$ cat src/rtl/evt_cmp_pkg.sv
package evt_cmp_pkg;
  localparam int unsigned EC_W = 32;
  typedef logic [EC_W-1:0] ec_word_t;

  // bits with mask set come from data, others keep old
  function automatic ec_word_t merge_bits(ec_word_t old_v, ec_word_t data, ec_word_t mask);
    return (old_v & ~mask) | (data & mask);
  endfunction

  // target lies in the modular window (last, now]
  function automatic logic crossed(ec_word_t last_v, ec_word_t now_v, ec_word_t target);
    ec_word_t d_step;
    ec_word_t d_tgt;
    d_step = now_v - last_v;
    d_tgt  = target - last_v;
    return (d_tgt != '0) && (d_tgt <= d_step);
  endfunction

  // comp + (q+1)*p == counter - rem + p, with rem = (counter-comp) mod p
  function automatic ec_word_t next_compare(ec_word_t counter, ec_word_t rem, ec_word_t per);
    return counter - rem + per;
  endfunction
endpackage

$ cat src/rtl/evt_cmp_detect.sv
module evt_cmp_detect
  import evt_cmp_pkg::*;
(
  input  logic     clk,
  input  logic     rst_n,
  input  logic     cnt_en,
  input  logic     cnt_tick,
  input  ec_word_t cnt_val,
  input  ec_word_t comp_val,
  output logic     hit,
  output logic     stop_evt
);
  ec_word_t last_q;
  logic     en_q;

  always_ff @(posedge clk or negedge rst_n) begin
    if (!rst_n) begin
      last_q <= '0;
      en_q   <= 1'b0;
    end else begin
      last_q <= cnt_val;
      en_q   <= cnt_en;
    end
  end

  assign hit      = cnt_en && cnt_tick && crossed(last_q, cnt_val, comp_val);
  assign stop_evt = en_q && !cnt_en;
endmodule

$ cat src/rtl/evt_cmp_divider.sv
module evt_cmp_divider #(
  parameter int unsigned W = 32
) (
  input  logic         clk,
  input  logic         rst_n,
  input  logic         start,
  input  logic         abort,
  input  logic [W-1:0] dividend,
  input  logic [W-1:0] divisor,
  output logic         busy,
  output logic         done,
  output logic [W-1:0] remainder
);
  localparam int unsigned CW = $clog2(W + 1);

  logic          busy_q, done_q;
  logic [CW-1:0] cnt_q;
  logic [W-1:0]  num_q, rem_q, dvs_q;
  logic [W:0]    trial, rem_nx;

  always_comb begin
    trial  = {rem_q, num_q[W-1]};
    rem_nx = (trial >= {1'b0, dvs_q}) ? (trial - {1'b0, dvs_q}) : trial;
  end

  always_ff @(posedge clk or negedge rst_n) begin
    if (!rst_n) begin
      busy_q <= 1'b0;
      done_q <= 1'b0;
      cnt_q  <= '0;
      num_q  <= '0;
      rem_q  <= '0;
      dvs_q  <= '0;
    end else if (abort) begin
      busy_q <= 1'b0;
      done_q <= 1'b0;
    end else if (start) begin
      busy_q <= 1'b1;
      done_q <= 1'b0;
      cnt_q  <= CW'(W);
      num_q  <= dividend;
      rem_q  <= '0;
      dvs_q  <= divisor;
    end else if (busy_q) begin
      num_q <= {num_q[W-2:0], 1'b0};
      rem_q <= rem_nx[W-1:0];
      cnt_q <= cnt_q - CW'(1);
      if (cnt_q == CW'(1)) begin
        busy_q <= 1'b0;
        done_q <= 1'b1;
      end
    end else begin
      done_q <= 1'b0;
    end
  end

  assign busy      = busy_q;
  assign done      = done_q;
  assign remainder = rem_q;
endmodule

$ cat src/rtl/evt_cmp_channel.sv
module evt_cmp_channel
  import evt_cmp_pkg::*;
#(
  parameter ec_word_t RESET_COMP = '1
) (
  input  logic            clk,
  input  logic            rst_n,
  input  logic            cnt_en,
  input  logic            cnt_tick,
  input  logic [EC_W-1:0] cnt_val,
  input  logic            cfg_periodic,
  input  logic            cfg_valset_set,
  input  logic            wr_en,
  input  logic [EC_W-1:0] wr_data,
  input  logic [EC_W-1:0] wr_mask,
  output logic            fire,
  output logic            busy,
  output logic [EC_W-1:0] comp_out,
  output logic [EC_W-1:0] period_out,
  output logic            valset_out
);
  ec_word_t comp_q, period_q, base_q, dvsr_q, div_rem;
  logic     fire_q, valset_q, pend_q;
  logic     hit, stop_evt, div_busy, div_done;
  logic     busy_w, accept, blocked_hit, div_start, div_abort, stop_fire;
  ec_word_t merged_period, merged_comp;

  evt_cmp_detect u_detect (
    .clk      (clk),
    .rst_n    (rst_n),
    .cnt_en   (cnt_en),
    .cnt_tick (cnt_tick),
    .cnt_val  (cnt_val),
    .comp_val (comp_q),
    .hit      (hit),
    .stop_evt (stop_evt)
  );

  assign busy_w      = div_busy || div_done;
  assign accept      = hit && !busy_w;
  assign blocked_hit = hit && busy_w;
  assign stop_fire   = stop_evt && pend_q;
  assign div_start   = accept && cfg_periodic && (period_q != '0) && !wr_en;
  assign div_abort   = wr_en || !cfg_periodic;

  evt_cmp_divider #(.W(EC_W)) u_div (
    .clk       (clk),
    .rst_n     (rst_n),
    .start     (div_start),
    .abort     (div_abort),
    .dividend  (cnt_val - comp_q),
    .divisor   (period_q),
    .busy      (div_busy),
    .done      (div_done),
    .remainder (div_rem)
  );

  assign merged_period = merge_bits(period_q, wr_data, wr_mask);
  assign merged_comp   = merge_bits(comp_q, wr_data, wr_mask);

  always_ff @(posedge clk or negedge rst_n) begin
    if (!rst_n) begin
      comp_q   <= RESET_COMP;
      period_q <= '0;
      base_q   <= '0;
      dvsr_q   <= '0;
      fire_q   <= 1'b0;
      valset_q <= 1'b0;
      pend_q   <= 1'b0;
    end else begin
      fire_q <= accept || stop_fire;

      if (wr_en)               valset_q <= 1'b0;
      else if (cfg_valset_set) valset_q <= 1'b1;

      if (wr_en || accept || stop_fire) pend_q <= 1'b0;
      else if (blocked_hit)             pend_q <= 1'b1;

      if (!cfg_periodic) period_q <= '0;
      else if (wr_en)    period_q <= merged_period;

      if (wr_en) begin
        if (!cfg_periodic)  comp_q <= merged_comp;
        else if (valset_q)  comp_q <= merged_period;
      end else if (div_done) begin
        comp_q <= next_compare(base_q, div_rem, dvsr_q);
      end

      if (div_start) begin
        base_q <= cnt_val;
        dvsr_q <= period_q;
      end
    end
  end

  assign fire       = fire_q;
  assign busy       = busy_w;
  assign comp_out   = comp_q;
  assign period_out = period_q;
  assign valset_out = valset_q;
endmodule

$ cat config.mk
export PLATFORM = sky130hd
export DESIGN_NAME = evt_cmp_channel
export DESIGN_NICKNAME = d
export VERILOG_FILES = /design/src/rtl/evt_cmp_pkg.sv /design/src/rtl/evt_cmp_detect.sv /design/src/rtl/evt_cmp_divider.sv /design/src/rtl/evt_cmp_channel.sv
export SDC_FILE = /design/constraint.sdc
export NUM_CORES = 1
export LEC_CHECK = 0
export BUFFER_PORTS_ARGS = -buffer_cell sky130_fd_sc_hd__buf_2
export CAP_MARGIN = 15
export CORE_UTILIZATION = 45
export CTS_BUF_LIST = sky130_fd_sc_hd__clkbuf_2
export CTS_CLUSTER_SIZE = 25
export DETAILED_ROUTE_END_ITERATION = 12
export PLACE_DENSITY_LB_ADDON = 0.12
export SYNTH_ARGS = -nofsm -noshare
export SYNTH_HDL_FRONTEND = slang
export SYNTH_HIERARCHICAL = 1
export SYNTH_SLANG_ARGS = --single-unit
$ cat constraint.sdc
create_clock -name clk -period 19.1 [get_ports clk]
set_clock_uncertainty 0.1 [all_clocks]
set_input_delay 0.955 -clock clk [delete_from_list [all_inputs] [get_ports clk]]
set_output_delay 0.955 -clock clk [all_outputs]
set_load 0.1 [all_outputs]
# Yosys cells after proc, flatten, opt, wreduce, memory -nomap -nowiden
# Cells that the tools add are included.
[word_totals]
ff_bits = 268
output_inout_bits = 67
input_bits = 103
[classes]
bitwise = 7
n_reduce_logical = 28
order_cmp = 2
n_addsub = 7
eq_ne = 4
n_mux = 25
[op_table]
columns = ["cell", "count"]
rows = [
  ["2-to-1 mux 32 bit", 11],
  ["subtractor 32 bit", 5],
  ["bitwise AND 32 bit", 3],
  ["bitwise OR 32 bit", 2],
  ["nonzero test 32 bit", 2],
  [">= comparator 33 x 32 -> 1 bit", 1],
  ["adder 32 bit", 1],
  ["less-or-equal comparator 32 bit", 1],
  ["NOT 32 bit", 1],
  ["2-to-1 mux 1 bit", 12],
  ["2-to-1 mux 6 bit", 2],
  ["logical AND 1 bit", 10],
  ["nonzero test 2 bit", 4],
  ["equality test 6 x 1 -> 1 bit, second input constant", 1],
  ["AND reduction 2 bit", 3],
  ["subtractor 6 x 1 -> 6 bit, second input constant", 1],
  ["logical OR 1 bit", 5],
  ["zero test 1 bit", 4],
  ["!= test 4 bit, second input constant", 1],
  ["!= test 3 x 2 -> 1 bit, second input constant", 1],
  ["!= test 2 x 1 -> 1 bit, second input constant", 1],
  ["NOT 1 bit", 1],
]

# Depth between registers and ports, before layout
[depth]
word_depth = 10
depth_mapped = 36

# Cells and area by module
# Netlist, hierarchy kept.
[by_module_without_submodules]
columns = ["module", "seq_area_each_um2", "area_per_inst_um2", "cells_per_inst", "n_inst"]
rows = [
  ["evt_cmp_channel", 3318.2, 10607.7, 1329, 1],
  ["evt_cmp_divider", 2602.5, 6317.3, 687, 1],
  ["evt_cmp_detect", 825.8, 4981.0, 617, 1],
]

# Least setup slack after synthesis
# Ideal clock, no wire load.
[synth_timing]
path_type = "input port to flip-flop"
startpoint = "input port cnt_val[8]"
endpoint = "register u_div.dvs_q[31]"
path_stages = 32
setup_slack_ns = 11.411
arrival_ns = 7.506
required_time_ns = 18.917
cell_sequence = "ha_1 and3_1 and3_1 a21oi_1 o211ai_1 a221o_1 a21oi_1 o211ai_1 a31o_1 a21oi_1 xor2_1 ha_1 nand4_1 or2_2 or3_1 nor3_1 nand2_1 nor3_1 o211ai_1 a31oi_1 inv_1 or4_1 clkbuf_1 inv_1 clkbuf_1 clkbuf_1 clkbuf_1 nor2b_1 clkbuf_1 buf_1 nand2_1 o21ai_0"
[synth_via]
elab_chain_len = 9
[synth_rtl]
columns = ["item", "line", "source"]
rows = [
  ["start: declaration", "evt_cmp_channel.sv:10", "input logic [EC_W-1:0] cnt_val,"],
  ["subtractor 32 bit", "evt_cmp_pkg.sv:14", "d_step = now_v - last_v;"],
  ["less-or-equal comparator 32 bit", "evt_cmp_pkg.sv:16", "return (d_tgt != '0) && (d_tgt <= d_step);"],
  ["logical AND 1 bit", "evt_cmp_pkg.sv:16", ""],
  ["logical AND 1 bit", "evt_cmp_detect.sv:26", "assign hit = cnt_en && cnt_tick && crossed(last_q, cnt_val, comp_val);"],
  ["via hit", "evt_cmp_channel.sv:24", "logic hit, stop_evt, div_busy, div_done;"],
  ["logical AND 1 bit", "evt_cmp_channel.sv:40", "assign accept = hit && !busy_w;"],
  ["logical AND 1 bit (3 in a row)", "evt_cmp_channel.sv:43", "assign div_start = accept && cfg_periodic && (period_q != '0) && !wr_en;"],
  ["via div_start", "evt_cmp_channel.sv:25", "logic busy_w, accept, blocked_hit, div_start, div_abort, stop_fire;"],
  ["AND reduction 2 bit (no source line)", "n/a", ""],
  ["end signal: assignment", "evt_cmp_divider.sv:43", "dvs_q <= divisor;"],
  ["end: declaration", "evt_cmp_divider.sv:18", "logic [W-1:0] num_q, rem_q, dvs_q;"],
]
# The timed path passes the listed nets, and every way through them passes these cells.
# A chain may end at the register's enable or synchronous reset.

# Worst setup path in the final report
[layout_timing]
startpoint = "input port cnt_val[2]"
endpoint = "register u_div.num_q[30]"
[layout_via]
elab_chain_len = 10
word_cells_on_any_way = 12
classes_between = "add/sub (2); order compare (1); mux (1); reduce/logical (8)"
[layout_rtl]
columns = ["item", "line", "source"]
rows = [
  ["subtractor 32 bit (*)", "evt_cmp_pkg.sv:14", ""],
  ["less-or-equal comparator 32 bit (*)", "evt_cmp_pkg.sv:16", ""],
  ["logical AND 1 bit (*)", "evt_cmp_pkg.sv:16", ""],
  ["logical AND 1 bit (*)", "evt_cmp_detect.sv:26", ""],
  ["via hit", "evt_cmp_channel.sv:24", ""],
  ["logical AND 1 bit (*)", "evt_cmp_channel.sv:40", ""],
  ["logical AND 1 bit (*) (3 in a row)", "evt_cmp_channel.sv:43", ""],
  ["nonzero test 2 bit (no source line)", "n/a", ""],
  ["AND reduction 2 bit (no source line)", "n/a", ""],
  ["end signal: assignment", "evt_cmp_divider.sv:41", "num_q <= dividend;"],
  ["end signal: assignment", "evt_cmp_divider.sv:45", "num_q <= {num_q[W-2:0], 1'b0};"],
  ["end: declaration", "evt_cmp_divider.sv:18", ""],
]
# The timed path passes the listed nets; every way through them passes the cells marked *.

==> results.cfg <==
[worst_hold_path]
whs_path_depth = 3
hold_start = wr_data[1]
min_path_type = input pin to flop
min_to = period_out[1]$_DFFE_PN0P_

[timing]
fmaxAchievable_mhz = 116
hold_ws_ps = 129
setup_viol = 0
tightestPinTransition_ps = 1170
min_period_over_period_pct = 45.3
slew_violations = 0
max_slew_margin_pct = 21.9
grt_setup_unrepaired = no
finalWorstPathRequiredPeriod_ps = 8650
hold_viol = 0
tns_ps = 0
finalWorstSetupSlack_ps = 10450

[place]
dp_slack_ps = 10060
routabilityCongestion = 0.926
dp_hpwl_mm = 53.8
postPlaceCellArea_um2 = 23200
port_buffers = 169

[route]
totalWireLength_mm = 69.5
drt-initial-drc-count = 1440
ant_nets = 0
vias_per_cell = 5.67
drtPass1Iterations = 6
post-route-drc-count = 0
wl_per_cell_um = 19.8
vias = 19900

[synth]
synth-seq-cells = 268
ys_async_sr_fraction_pct = 100
synth_nets = 2962
yosysTopAreaCell = dfrtp_1
synth_edf_count = 0
yosysTopAreaCellShare_pct = 27.0
yosys_warnings = 6
yosysSeqAreaShare_pct = 30.8
ys_types = 112
synth_area_per_cell_um2 = 8.32
synth_cells = 2633
synthFlopType = dfrtp_1
yosys-top-cells-area = dfrtp_1 (27%), ha_1 (11%), o21ai_0 (6.6%), nand2_1 (6.4%), inv_1 (4.5%)
synth_area_um2 = 21900

[critical_path]
worstPathRequired_ps = 19850
critPathKind = input pin to flop
crit_arrival_ps = 9390
cp_num_buf_inv = 6
cp_slowest_cell = or4_1
slowest_delay_ps = 690
crit_path_start_kind = input pin
cp_num_cells = 29
path_delay_family = buffers and inverters
crit_path_end_kind = flop
reg2regPathDepth = 26
r2r_end = u_div/num_q[30]$_DFFE_PN0P_
crit_fanout = 78
regToRegSetupSlack_ps = 10530

[pwr]
pwr_density_cell_nw_per_um2 = 156
power_leakage_nw = 11.7
finalPower_mw = 3.77
ir_drop_mv = 0.0708

[global_routing]
grt_pass1_wl_mm = 108
grt_overflow = 0
grt_pass1_vias = 19200
grt_usage_pct = 28.2
antenna_found_initial = 5
grt_max_degree = 179

[finish]
fin_area_um2 = 24300
fin_nets = 3156
layout-drive-gt1-share_pct = 13.8
area_growth_pct = 10.7

[floorplan]
start_util_pct = 45.8
die-area_um2 = 49600
ios = 170
rows = 80
core_area_um2 = 47800
fp.dieW_um = 223
die_h_um = 223

[clock_network]
clock_latency_ps = 1020
clk_pin_slew_ps = 90
clockBufferDepth = 3
cts_setup_buffers = 0
cts_tree = built
clock-root-buffer = clkbuf_2
cts_buffers = 77
cts.sinks = 268
cts_resized = 0
cts_hold_buf = 36
htree_levels = 3

[job]
cap_violations = 0

[status]
outcome = finished clean
-- logic make-up (layout without fill, tap and decap cells) --
logic type	Yosys count	in the layout	share of synthesized area (%)
buffers and inverters	363	616	6.66
flip-flops	268	268	30.8
other	0	3	0
AND/OR/NAND/NOR	753	753	15.9
AO/OA/AOI/OAI	822	822	24.1
adder cells (fa/ha/maj)	226	226	14.1
multiplexers	64	64	2.94
XOR/XNOR	137	137	5.48
-- metrics by stage --
stage	utilization [%]	instances
4_1_cts	50.7	3501
5_1_grt	50.7	3504
3_3_place_gp	48.5	3327
2_1_floorplan	-	2633
3_5_place_dp	48.5	3327
6_report	50.7	3504
-- worst min-delay path, stage by stage --
cell,delay [ps]
buf_2,110
nand3_1,70
a21boi_0,70
-- synth_stat cells, drive strengths merged, types with 62 or more instances --
cell,n
ha,191
dfrtp,236
nand2,372
mux2i,62
a21oi,149
a21o,74
nand3,78
o21ai,337
inv,262
nor2,105
clkbuf,81
xnor2,76
-- metal layers --
layer	global-route usage [%]	wire [um]
met1	39.5	32500
met2	44.9	31500
met3	3.54	3680
met4	9.14	1750
met5	0	0
-- report_power, final --
part | internal (mW) | switching [mW] | total [mW] | leakage [nW]
clock | 0.178 | 0.266 | 0.444 | 0.550
combinational | 0.913 | 1.61 | 2.52 | 7.81
sequential | 0.721 | 0.0904 | 0.811 | 3.35
-- layout by cell type, fill, tap and decap left out, types with 32 or more instances in the layout --
cell type and instances:
o21ai_0 290, fa_1 35, clkbuf_2 120, dlygate4sd3_1 36, a21boi_0 40, a21oi_1 144, buf_2 167, ha_1 191
a21o_1 73, dfstp_2 32, xnor2_1 76, nand2_1 371, o21ai_1 44, o21a_1 32, xor2_1 61, nor2_1 105
inv_1 261, dfrtp_1 236, nand3_1 78, mux2i_1 62
-- layout make-up --
cell class              instances  area [um^2]
repair buffers                216         1310
inverters                     262          986
well taps                     615          769
flip-flops and latches        268         6750
diodes                          3         7.51
clock inverters                18         95.1
multi-input cells            2002        13700
fillers                      4710        23600
clock buffers                 120          601
-- how the worst max path moves through the flow --
stage	end	start
6_report	u_div/num_q[30]$_DFFE_PN0P_	cnt_val[2]
5_1_grt	u_div/num_q[12]$_DFFE_PN0P_	cnt_val[8]
4_1_cts	u_div/num_q[30]$_DFFE_PN0P_	cnt_val[2]
3_5_place_dp	u_div/num_q[30]$_DFFE_PN0P_	cnt_val[2]
3_3_place_gp	u_div/num_q[12]$_DFFE_PN0P_	cnt_val[2]
2_1_floorplan	u_div/dvs_q[31]$_DFFE_PN0P_	cnt_val[8]
(Power assumes the default switching activity.)
